[src/rtl/mbox_pkg.sv]
package mbox_pkg;
  localparam int DW = 32;

  typedef enum logic [1:0] {
    OP_IDLE  = 2'b00,
    OP_READ  = 2'b01,
    OP_WRITE = 2'b10,
    OP_RCNT  = 2'b11
  } ch_op_e;

  typedef enum logic [1:0] {
    CH_OUT  = 2'd0,
    CH_OUTI = 2'd1,
    CH_IN   = 2'd2,
    CH_NONE = 2'd3
  } ch_sel_e;

  localparam logic [1:0] HA_OUT  = 2'd0;
  localparam logic [1:0] HA_OUTI = 2'd1;
  localparam logic [1:0] HA_IN   = 2'd2;
  localparam logic [1:0] HA_STAT = 2'd3;

  // next value of a channel count given one increment and one decrement
  function automatic int step_count(int cur, logic up, logic dn);
    return cur + (up ? 1 : 0) - (dn ? 1 : 0);
  endfunction

  // an access is legal when its direction matches the channel
  function automatic logic dir_legal(ch_op_e op, ch_sel_e sel);
    case (op)
      OP_READ:  return sel == CH_IN;
      OP_WRITE: return (sel == CH_OUT) || (sel == CH_OUTI);
      OP_RCNT:  return sel != CH_NONE;
      default:  return 1'b1;
    endcase
  endfunction
endpackage

[src/rtl/mbox_fifo.sv]
module mbox_fifo #(
  parameter int DEPTH = 4,
  parameter int DW    = 32,
  localparam int LW   = $clog2(DEPTH + 1)
) (
  input  logic          clk,
  input  logic          rst_n,
  input  logic          push,
  input  logic          pop,
  input  logic [DW-1:0] wdata,
  output logic [DW-1:0] head,
  output logic [LW-1:0] level,
  output logic          full,
  output logic          empty
);
  generate
    if (DEPTH == 1) begin : g_single
      logic          vld_q;
      logic [DW-1:0] dat_q;
      always_ff @(posedge clk) begin
        if (!rst_n) begin
          vld_q <= 1'b0;
          dat_q <= '0;
        end else begin
          if (push) begin
            vld_q <= 1'b1;
            dat_q <= wdata;
          end else if (pop) begin
            vld_q <= 1'b0;
          end
        end
      end
      assign head  = dat_q;
      assign level = LW'(vld_q);
    end else begin : g_ring
      localparam int AW = $clog2(DEPTH);
      logic [DW-1:0] mem_q [DEPTH];
      logic [AW-1:0] wp_q, rp_q;
      logic [LW-1:0] lvl_q;

      function automatic logic [AW-1:0] wrap_inc(logic [AW-1:0] p);
        return (p == AW'(DEPTH - 1)) ? '0 : p + 1'b1;
      endfunction

      always_ff @(posedge clk) begin
        if (!rst_n) begin
          wp_q  <= '0;
          rp_q  <= '0;
          lvl_q <= '0;
        end else begin
          if (push) wp_q <= wrap_inc(wp_q);
          if (pop)  rp_q <= wrap_inc(rp_q);
          lvl_q <= LW'(mbox_pkg::step_count(int'(lvl_q), push, pop));
        end
      end

      always_ff @(posedge clk) begin
        if (push) mem_q[wp_q] <= wdata;
      end

      assign head  = mem_q[rp_q];
      assign level = lvl_q;
    end
  endgenerate

  assign full  = (level == LW'(DEPTH));
  assign empty = (level == '0);

  // a push into a full queue must be paired with a pop
  assert_no_overflow_R10: assert property (@(posedge clk) disable iff (!rst_n)
    push |-> (!full || pop));
  // nothing is popped from an empty queue
  assert_no_underflow_R5: assert property (@(posedge clk) disable iff (!rst_n)
    pop |-> !empty);
endmodule

[src/rtl/mbox_chan_count.sv]
module mbox_chan_count #(
  parameter int DEPTH    = 4,
  parameter bit RST_FULL = 1'b0,
  localparam int CW      = $clog2(DEPTH + 1)
) (
  input  logic          clk,
  input  logic          rst_n,
  input  logic          inc,
  input  logic          dec,
  output logic [CW-1:0] count,
  output logic          zero
);
  localparam logic [CW-1:0] RST_VAL = RST_FULL ? CW'(DEPTH) : '0;
  logic [CW-1:0] cnt_q;

  always_ff @(posedge clk) begin
    if (!rst_n) cnt_q <= RST_VAL;
    else        cnt_q <= CW'(mbox_pkg::step_count(int'(cnt_q), inc, dec));
  end

  assign count = cnt_q;
  assign zero  = (cnt_q == '0);

  // count stays within the queue depth
  assert_count_range_R5: assert property (@(posedge clk) disable iff (!rst_n)
    int'(cnt_q) <= DEPTH);
  // a zero count is only consumed together with a matching refill
  assert_no_wrap_R3: assert property (@(posedge clk) disable iff (!rst_n)
    dec |-> (!zero || inc));
endmodule

[src/rtl/mbox_core_port.sv]
module mbox_core_port #(
  parameter int DW  = 32,
  parameter int OCW = 1,
  parameter int ICW = 3
) (
  input  logic           clk,
  input  logic           rst_n,
  input  logic [1:0]     ch_op,
  input  logic [1:0]     ch_sel,
  input  logic [DW-1:0]  ch_wdata,
  input  logic [OCW-1:0] out_cnt,
  input  logic [OCW-1:0] outi_cnt,
  input  logic [ICW-1:0] in_cnt,
  input  logic           out_pop_h,
  input  logic           outi_pop_h,
  input  logic           in_wr_h,
  input  logic           in_bypass,
  input  logic [DW-1:0]  in_head,
  input  logic [DW-1:0]  hs_wdata,
  output logic           out_push_c,
  output logic           outi_push_c,
  output logic           in_pop_c,
  output logic [DW-1:0]  push_data,
  output logic [DW-1:0]  ch_rdata,
  output logic           ch_done,
  output logic           ch_stall,
  output logic           ch_err
);
  import mbox_pkg::*;

  ch_op_e  op;
  ch_sel_e sel;
  logic    active, legal;
  logic    out_room, outi_room, in_avail, ready;

  assign op     = ch_op_e'(ch_op);
  assign sel    = ch_sel_e'(ch_sel);
  assign active = (op != OP_IDLE);
  assign legal  = dir_legal(op, sel);

  // a slot or word counts as present if the host frees or supplies it now
  assign out_room  = (out_cnt  != '0) || out_pop_h;
  assign outi_room = (outi_cnt != '0) || outi_pop_h;
  assign in_avail  = (in_cnt   != '0) || in_wr_h;

  always_comb begin
    ready = 1'b1;
    case (op)
      OP_WRITE: ready = (sel == CH_OUT) ? out_room : outi_room;
      OP_READ:  ready = in_avail;
      default:  ready = 1'b1;
    endcase
  end

  assign ch_err   = active && !legal;
  assign ch_done  = active && legal && ready;
  assign ch_stall = active && legal && !ready;

  assign out_push_c  = ch_done && (op == OP_WRITE) && (sel == CH_OUT);
  assign outi_push_c = ch_done && (op == OP_WRITE) && (sel == CH_OUTI);
  assign in_pop_c    = ch_done && (op == OP_READ);
  assign push_data   = ch_wdata;

  always_comb begin
    ch_rdata = '0;
    if (ch_done) begin
      if (op == OP_READ) begin
        ch_rdata = in_bypass ? hs_wdata : in_head;
      end else if (op == OP_RCNT) begin
        case (sel)
          CH_OUT:  ch_rdata = DW'(out_cnt);
          CH_OUTI: ch_rdata = DW'(outi_cnt);
          default: ch_rdata = DW'(in_cnt);
        endcase
      end
    end
  end

  // the count query never blocks
  assert_rcnt_nonblocking_R6: assert property (@(posedge clk) disable iff (!rst_n)
    (op == OP_RCNT && sel != CH_NONE) |-> ch_done);
  // a bad access neither completes nor stalls
  assert_err_excl_R7: assert property (@(posedge clk) disable iff (!rst_n)
    ch_err |-> (!ch_done && !ch_stall && !out_push_c && !outi_push_c && !in_pop_c));
endmodule

[src/rtl/mbox_host_regs.sv]
module mbox_host_regs #(
  parameter int DW  = 32,
  parameter int ILW = 3
) (
  input  logic           clk,
  input  logic           rst_n,
  input  logic           hs_wr,
  input  logic           hs_rd,
  input  logic [1:0]     hs_addr,
  input  logic [DW-1:0]  out_head,
  input  logic [DW-1:0]  outi_head,
  input  logic           out_empty,
  input  logic           outi_empty,
  input  logic           in_full,
  input  logic [ILW-1:0] in_level,
  input  logic           in_pop_c,
  output logic           out_pop_h,
  output logic           outi_pop_h,
  output logic           in_wr_h,
  output logic           in_push_h,
  output logic [DW-1:0]  hs_rdata,
  output logic           hs_irq
);
  import mbox_pkg::*;

  logic ovf_q, drop;

  assign out_pop_h  = hs_rd && (hs_addr == HA_OUT)  && !out_empty;
  assign outi_pop_h = hs_rd && (hs_addr == HA_OUTI) && !outi_empty;
  assign in_wr_h    = hs_wr && (hs_addr == HA_IN);
  assign in_push_h  = in_wr_h && (!in_full || in_pop_c);
  assign drop       = in_wr_h && !in_push_h;

  always_ff @(posedge clk) begin
    if (!rst_n)    ovf_q <= 1'b0;
    else if (drop) ovf_q <= 1'b1;
  end

  always_comb begin
    hs_rdata = '0;
    if (hs_rd) begin
      case (hs_addr)
        HA_OUT:  hs_rdata = out_empty  ? '0 : out_head;
        HA_OUTI: hs_rdata = outi_empty ? '0 : outi_head;
        HA_STAT: begin
          hs_rdata[0]    = !out_empty;
          hs_rdata[1]    = !outi_empty;
          hs_rdata[2]    = ovf_q;
          hs_rdata[15:8] = 8'(in_level);
        end
        default: hs_rdata = '0;
      endcase
    end
  end

  assign hs_irq = !outi_empty;

  // overflow flag never clears once set
  assert_ovf_sticky_R10: assert property (@(posedge clk) disable iff (!rst_n)
    ovf_q |=> ovf_q);
  // an empty outgoing read returns zero
  assert_empty_read_zero_R9: assert property (@(posedge clk) disable iff (!rst_n)
    (hs_rd && hs_addr == HA_OUT && out_empty) |-> (hs_rdata == '0 && !out_pop_h));
endmodule

[src/rtl/mbox_chan_unit.sv]
module mbox_chan_unit #(
  parameter int OUT_DEPTH  = 1,
  parameter int OUTI_DEPTH = 1,
  parameter int IN_DEPTH   = 4,
  parameter int DW         = mbox_pkg::DW
) (
  input  logic          clk,
  input  logic          rst_n,
  input  logic [1:0]    ch_op,
  input  logic [1:0]    ch_sel,
  input  logic [DW-1:0] ch_wdata,
  output logic [DW-1:0] ch_rdata,
  output logic          ch_done,
  output logic          ch_stall,
  output logic          ch_err,
  input  logic          hs_wr,
  input  logic          hs_rd,
  input  logic [1:0]    hs_addr,
  input  logic [DW-1:0] hs_wdata,
  output logic [DW-1:0] hs_rdata,
  output logic          hs_irq
);
  import mbox_pkg::*;

  localparam int OCW  = $clog2(OUT_DEPTH + 1);
  localparam int OICW = $clog2(OUTI_DEPTH + 1);
  localparam int ICW  = $clog2(IN_DEPTH + 1);
  localparam int CWM  = (OCW > OICW) ? OCW : OICW;

  logic [OCW-1:0]  out_cnt, out_level;
  logic [OICW-1:0] outi_cnt, outi_level;
  logic [ICW-1:0]  in_cnt, in_level;
  logic out_zero, outi_zero, in_zero;
  logic out_full, out_empty, outi_full, outi_empty, in_full, in_empty;
  logic [DW-1:0] out_head, outi_head, in_head, push_data;
  logic out_push_c, outi_push_c, in_pop_c;
  logic out_pop_h, outi_pop_h, in_wr_h, in_push_h;
  logic in_bypass, in_fifo_push, in_fifo_pop;

  // host word straight to a waiting core read when the queue is empty
  assign in_bypass    = in_empty && in_push_h && in_pop_c;
  assign in_fifo_push = in_push_h && !in_bypass;
  assign in_fifo_pop  = in_pop_c  && !in_bypass;

  mbox_core_port #(.DW(DW), .OCW(CWM), .ICW(ICW)) u_port (
    .clk, .rst_n, .ch_op, .ch_sel, .ch_wdata,
    .out_cnt(CWM'(out_cnt)), .outi_cnt(CWM'(outi_cnt)), .in_cnt(in_cnt),
    .out_pop_h, .outi_pop_h, .in_wr_h, .in_bypass, .in_head, .hs_wdata,
    .out_push_c, .outi_push_c, .in_pop_c, .push_data,
    .ch_rdata, .ch_done, .ch_stall, .ch_err
  );

  mbox_host_regs #(.DW(DW), .ILW(ICW)) u_host (
    .clk, .rst_n, .hs_wr, .hs_rd, .hs_addr,
    .out_head, .outi_head, .out_empty, .outi_empty, .in_full, .in_level,
    .in_pop_c, .out_pop_h, .outi_pop_h, .in_wr_h, .in_push_h,
    .hs_rdata, .hs_irq
  );

  mbox_fifo #(.DEPTH(OUT_DEPTH), .DW(DW)) u_out_q (
    .clk, .rst_n, .push(out_push_c), .pop(out_pop_h), .wdata(push_data),
    .head(out_head), .level(out_level), .full(out_full), .empty(out_empty)
  );
  mbox_fifo #(.DEPTH(OUTI_DEPTH), .DW(DW)) u_outi_q (
    .clk, .rst_n, .push(outi_push_c), .pop(outi_pop_h), .wdata(push_data),
    .head(outi_head), .level(outi_level), .full(outi_full), .empty(outi_empty)
  );
  mbox_fifo #(.DEPTH(IN_DEPTH), .DW(DW)) u_in_q (
    .clk, .rst_n, .push(in_fifo_push), .pop(in_fifo_pop), .wdata(hs_wdata),
    .head(in_head), .level(in_level), .full(in_full), .empty(in_empty)
  );

  mbox_chan_count #(.DEPTH(OUT_DEPTH), .RST_FULL(1'b1)) u_out_cnt (
    .clk, .rst_n, .inc(out_pop_h), .dec(out_push_c), .count(out_cnt), .zero(out_zero)
  );
  mbox_chan_count #(.DEPTH(OUTI_DEPTH), .RST_FULL(1'b1)) u_outi_cnt (
    .clk, .rst_n, .inc(outi_pop_h), .dec(outi_push_c), .count(outi_cnt), .zero(outi_zero)
  );
  mbox_chan_count #(.DEPTH(IN_DEPTH), .RST_FULL(1'b0)) u_in_cnt (
    .clk, .rst_n, .inc(in_push_h), .dec(in_pop_c), .count(in_cnt), .zero(in_zero)
  );

  // channel counts track the queue fill from separate logic
  assert_out_count_R2: assert property (@(posedge clk) disable iff (!rst_n)
    int'(out_cnt) == OUT_DEPTH - int'(out_level));
  assert_in_count_R5: assert property (@(posedge clk) disable iff (!rst_n)
    in_cnt == in_level);
  // outgoing stall only while full and not being drained
  assert_out_stall_R3: assert property (@(posedge clk) disable iff (!rst_n)
    (ch_stall && ch_sel == CH_OUT) |-> (out_zero && out_full && !out_pop_h));
  // incoming stall only while empty and no host word arrives
  assert_in_stall_R4: assert property (@(posedge clk) disable iff (!rst_n)
    (ch_stall && ch_sel == CH_IN) |-> (in_zero && in_empty && !in_wr_h));
  // interrupt follows the interrupt-queue count
  assert_irq_level_R8: assert property (@(posedge clk) disable iff (!rst_n)
    hs_irq == (int'(outi_cnt) != OUTI_DEPTH));
  // the interrupt queue never refuses a freed slot
  assert_outi_stall_R3: assert property (@(posedge clk) disable iff (!rst_n)
    (ch_stall && ch_sel == CH_OUTI) |-> (outi_zero && outi_full));
endmodule

[config.mk]
export PLATFORM = sky130hd
export DESIGN_NAME = mbox_chan_unit
export DESIGN_NICKNAME = d
export VERILOG_FILES = /design/src/rtl/mbox_pkg.sv /design/src/rtl/mbox_fifo.sv /design/src/rtl/mbox_chan_count.sv /design/src/rtl/mbox_core_port.sv /design/src/rtl/mbox_host_regs.sv /design/src/rtl/mbox_chan_unit.sv
export SDC_FILE = /design/constraint.sdc
export NUM_CORES = 1
export LEC_CHECK = 0
export BUFFER_PORTS_ARGS = -buffer_cell sky130_fd_sc_hd__buf_2
export CAP_MARGIN = 5
export CORE_ASPECT_RATIO = 1.4
export CORE_MARGIN = 5
export CORE_UTILIZATION = 51
export DETAILED_ROUTE_END_ITERATION = 12
export PLACE_DENSITY = 0.77
export SLEW_MARGIN = 10
export SYNTH_ARGS = -nofsm -noshare
export SYNTH_HDL_FRONTEND = slang
export SYNTH_SLANG_ARGS = --single-unit
[constraint.sdc]
create_clock -name clk -period 3 [get_ports clk]
set_input_delay 0.3 -clock clk [delete_from_list [all_inputs] [get_ports clk]]
set_output_delay 0.3 -clock clk [all_outputs]
set_load 0.05 [all_outputs]
==> results.cfg, run 1 <==
[floorplan]
die_area_um2 = 20200
start_util_pct = 51.4
die_h_um = 166
num_rows = 57
pin_count = 142
die_x_um = 122
fp.coreArea_um2 = 17300

[sta]
post-route-min-period_ps = 2790
fmax_mhz = 358
finalSetupViolations = 0
hold_slack_ps = 47.8
rsz0062_at_grt = no
fin_setup_tns_ps = 0
finalHoldViolCount = 0
max_slew_margin_pct = 30.2
timing.final.crit_share_pct = 93.0
skew_ps = 11.4
slew_violations = 0
tightest_slew_ps = 1050

[finish]
multi_input_area_um2 = 3130
fillCellCount = 1389
drive_gt1_share_pct = 28.0
area_growth_pct = 18.4
final_common_cell = buf_2
fin_util_pct = 60.9
seqCellArea_um2 = 5470
final_cells = 1103
nNetsFinal = 941
mostFrequentLayoutCells = 139 x buf_2, 128 x edfxtp_1, 115 x nand2_1, 80 x dfxtp_1, 67 x o21ai_0
diodes = 0

[global_routing]
grt_pass1_wl_um = 29600
antenna_found_initial = 0
grt.total_usage_pct = 17.7
grt_start_max_net_pins = 116
grt_pass1_vias = 5899
grt_overflow = 0

[worst_setup_path]
worst_setup_path_start_kind = register
crit_type = register to output port
crit_fanout = 25
worst_ep_required_time_ps = 2700
end_kind = output port
cp.arrival_ps = 2490

[synth]
syn_inst = 721
synthArstFlopShare_pct = 0
ys.flop_type = edfxtp_1
yosysWarnings = 0
synthesis.area_um2 = 8880
synth.avg_cell_area_um2 = 12.3
ys_types = 53
syn_nets = 809
ys_ff_latch = 209
synth_seq_area_share_pct = 61.6
synth_edf_count = 128

[detailed_routing]
wl_met1_um = 7390
topRoutingLayerUsed = met4
ant_nets = 0
num_vias = 5912
routed_via_density = 5.36
wl_met2_um = 9260
first_pass_iters = 4
drtIter0Drc = 321
avgRoutedWirePerCell_um = 16.3
wl_um = 18000
wl_met3_um = 1090
drc_errors = 0

[run_status]
status = finished clean

[clocking]
cts_tree = yes
clk_latency_ps = 480
h-tree-depth = 1
cts_buffers = 20
cts_root_buf = clkbuf_16
cts_setup_buffers = 0
cts_num_sinks = 209
path_clk_slew_ps = 60
cts_buffer_depth = 3
cts_hold_buf = 0

[place]
io_buffers = 141
hpwl_um = 11600
gp_congestion = 0.764
dp_cells = 1067

[hold_path]
hp-class = input pin to register

[pwr]
ir_drop_mv = 0.458
pwr_density_cell_nw_per_um2 = 588
p_leak_nw = 3.94

[job]
drv_cap = 0
==> metrics by stage <==
step	setup slack, ps	cell area [um2]	power, mW
6_report	210	10500	6.18
2_1_floorplan	24.0	8880	3.67
3_5_place_dp	92.2	9880	3.88
3_3_place_gp	154	9880	3.87
5_1_grt	29.4	10500	6.44
4_1_cts	7.81	10500	6.26
==> final timing paths <==
check,from,end,slack [ps],cells after the start
max,u_out_q.full,ch_rdata[1],210,8
min,hs_wdata[2],u_in_q.g_ring.mem_q[0][2],50,1
max reg2reg,u_out_q.full,u_in_q.level[2],430,10
min reg2reg,u_outi_q.head[13],u_outi_q.head[13],460,2
==> repair_timing <==
| item | 4_1_cts | 5_1_grt |
|---|---|---|
| endpoints found under the setup margin | 1 | 2 |
| pin swaps | 0 | 0 |
| endpoints found under the hold margin | 0 | 0 |
| resized for setup | 1 | 3 |
==> synth_stat cells (2+ instances only) <==
master      n  area (um2)
and2_1     10        62.6
or3_1       2        12.5
nor2b_1     7        43.8
nand2_1   115         432
a21oi_1    37         185
mux2i_1     5        50.1
edfxtp_1  128        3840
xnor2_1     6        52.6
a21boi_2    2        22.5
nand2b_1    3        18.8
o221ai_1    2        17.5
dfxtp_1    81        1620
buf_1       4        15.0
fa_1        2        40.0
nand3b_1    3        22.5
o21bai_1    2        15.0
mux4_2     32         721
buf_6       2        22.5
a31oi_1     3        18.8
nand3_1    67         335
clkbuf_1   34         128
inv_1      11        41.3
buf_2       7        35.0
o21ai_1     3        15.0
o21ai_0    68         340
nor3_1      2        10.0
buf_4       8        60.1
a22o_1     26         228
nor2_1      9        33.8
nor3b_1     4        30.0
a21boi_0    2        15.0
ha_1       12         150
xor2_1      2        17.5
==> layout make-up <==
type | count | share of cell area, %
repair buffers | 165 | 9.10
clock buffers | 23 | 5.07
well taps | 236 | 2.81
multi-input cells | 446 | 29.7
inverters | 11 | 0.393
flip-flops and latches | 209 | 52.0
clock inverters | 13 | 0.892
==> power breakdown <==
group	switching [mW]	internal, mW	total (mW)
clock	1.00	1.37	2.37
sequential	0.0531	3.11	3.16
combinational	0.395	0.255	0.650
==> critical path, cell delays in order, from the launching register on <==
cell      delay, ps
dfxtp_1         410
and4bb_2        280
o221ai_2        110
o22a_2          300
buf_6           200
o21ai_1         200
o221ai_1        140
nor2_1          100
buf_2           270
==> registers in the layout (all words and copies together), names as in the netlist, named ones only <==
register and cells:
u_host.ovf_q 1, u_in_cnt.count 3, u_in_q.g_ring.mem_q 128, u_in_q.g_ring.rp_q 2, u_in_q.g_ring.wp_q 2, u_in_q.level 3, u_out_cnt.count 1, u_out_q.full 1
u_out_q.head 32, u_outi_cnt.count 1, u_outi_q.full 1, u_outi_q.head 32
==> cells by family (layout without fill, tap and decap cells) <==
family                   after synthesis  in the layout  synth area share, %
AO/OA/AOI/OAI                        154            154                 10.9
adder cells (fa/ha/maj)               14             14                 2.14
AND/OR/NAND/NOR                      232            232                 12.3
multiplexers                          37             37                 8.68
flip-flops                           209            209                 61.6
buffers and inverters                 66            212                 3.40
XOR/XNOR                               9              9                0.973
==> metal layers <==
| metal | up-vias | GRT usage, % |
|---|---|---|
| li1 | 2913 | - |
| met1 | 2806 | 23.1 |
| met2 | 168 | 30.7 |
| met3 | 25 | 3.07 |
| met4 | 0 | 3.95 |
| met5 | - | 0 |
Note: power is estimated with default switching activity, not from simulation.
==> inputs of run 2 (changes only) <==
--- a/config.mk
+++ b/config.mk
@@ -11,6 +11,7 @@
 export CORE_MARGIN = 5
 export CORE_UTILIZATION = 51
 export DETAILED_ROUTE_END_ITERATION = 12
+export HOLD_SLACK_MARGIN = 0.05
 export PLACE_DENSITY = 0.77
 export SLEW_MARGIN = 10
 export SYNTH_ARGS = -nofsm -noshare
==> run 2 against run 1 <==
Register-to-register slack is essentially flat. Combinational power increased by 3.2%. Maximum frequency about the same. Sequential cell count unchanged. Final cell count is 1.7% higher. First-iteration DRC count is 1.2% lower. Utilization increased by 1.1 points. Wire length increased by 1.4%. Sequential power hardly changed. Clock power hardly changed. Critical path type unchanged.
==> results.cfg, run 2 (same netlist as run 1, synthesis figures left out) <==
[finish]
largest_register_ffs = 128
final_common_cell = buf_2
nNetsFinal = 960
largest_register = u_in_q.g_ring.mem_q
diodes = 0
area_growth_pct = 20.6
mostFrequentLayoutCells = 139 x buf_2, 128 x edfxtp_1, 115 x nand2_1, 80 x dfxtp_1, 67 x o21ai_0
drive_gt1_share_pct = 27.4

[hold_path]
hp-class = input pin to register

[floorplan]
die_area_um2 = 20200
start_util_pct = 51.4
pin_count = 142
fp.coreArea_um2 = 17300
num_rows = 57
die_h_um = 166
die_x_um = 122

[detailed_routing]
drc_errors = 0
wl_um = 18300
ant_nets = 0
routed_via_density = 5.34
num_vias = 5990
avgRoutedWirePerCell_um = 16.3
first_pass_iters = 4
drtIter0Drc = 317

[global_routing]
grt_pass1_wl_um = 29900
grt_start_max_net_pins = 116
grt.total_usage_pct = 17.9
grt_overflow = 0
grt_pass1_vias = 5997
antenna_found_initial = 0

[sta]
post-route-min-period_ps = 2790
fin_setup_tns_ps = 0
rsz0062_at_grt = no
slew_violations = 0
fmax_mhz = 358
timing.final.crit_share_pct = 93.0
max_slew_margin_pct = 30.1
hold_slack_ps = 66.8
finalHoldViolCount = 0
finalSetupViolations = 0
skew_ps = 12.9
tightest_slew_ps = 1050

[worst_setup_path]
cp.arrival_ps = 2490
crit_fanout = 25
worst_ep_required_time_ps = 2700
crit_type = register to output port
end_kind = output port
worst_setup_path_start_kind = register

[clocking]
path_clk_slew_ps = 60
cts_buffer_depth = 3
cts_tree = yes
h-tree-depth = 1
cts_num_sinks = 209
cts_setup_buffers = 0
cts_root_buf = clkbuf_16
clk_latency_ps = 480
cts_buffers = 20

[place]
gp_congestion = 0.764
io_buffers = 141
hpwl_um = 11600

[pwr]
p_leak_nw = 4.02
ir_drop_mv = 0.458
pwr_density_cell_nw_per_um2 = 579

[run_status]
status = finished clean

[job]
drv_cap = 0
run 2: cell types whose count changed in the layout (fill, tap and decap cells not counted), sizes merged:
cell         previous run  this run
dlygate4sd3             0        19
run 2: what timing repair did:
action | in CTS | in global routing
setup endpoints to repair | 1 | 2
resized for setup | 1 | 3
hold buffers | 19 | 0
pin swaps | 0 | 0
endpoints found under the hold margin | 68 | 0
run 2: critical path: stages, from the launching register on:
cell and delay (ps):
dfxtp_1 410, and4bb_2 280, o221ai_2 110, o22a_2 300, buf_6 190, o21ai_1 200, o221ai_1 140, nor2_1 100
buf_2 270
run 2: where the power goes:
group	total (mW)	switching [mW]	internal (mW)	leakage, nW
clock network	2.37	1.00	1.37	0.299
registers	3.16	0.0530	3.11	1.81
logic	0.671	0.400	0.271	1.91
run 2: layout make-up:
cell class / count / area [um2]
Tap cell: 236 / 295
Clock buffer: 23 / 533
Sequential cell: 209 / 5470
Fill cell: 1371 / 6550
Multi-Input combinational cell: 446 / 3130
Timing Repair Buffer: 184 / 1150
Inverter: 11 / 41.3
Clock inverter: 13 / 93.8
run 2: worst paths after layout:
kind / from / end / slack (ps) / cells after the start
setup / recovery: u_out_q.full / ch_rdata[1] / 210 / 8
hold / removal: hs_wdata[15] / u_in_q.g_ring.mem_q[1][15] / 70 / 1
hold reg to reg: u_outi_q.head[13] / u_outi_q.head[13] / 460 / 2
setup reg to reg: u_out_q.full / u_in_q.level[2] / 430 / 10
run 2: through the flow:
step	instances	worst slack [ps]	instance area [um2]	power, mW	util, %
final	1122	209	10700	6.20	62.0
after global routing	1122	31.6	10700	6.46	62.0
after CTS	1122	7.81	10700	6.28	62.0
after detailed placement	1067	92.2	9880	3.88	57.2
after global placement	1067	154	9880	3.87	57.2
after floorplan	721	24.0	8880	3.67	-
run 2: metal layers:
metal | wire length [um] | track usage [%]
met5 | 0 | 0
met2 | 9380 | 31.3
met3 | 1140 | 3.10
met1 | 7470 | 23.3
met4 | 255 | 3.95
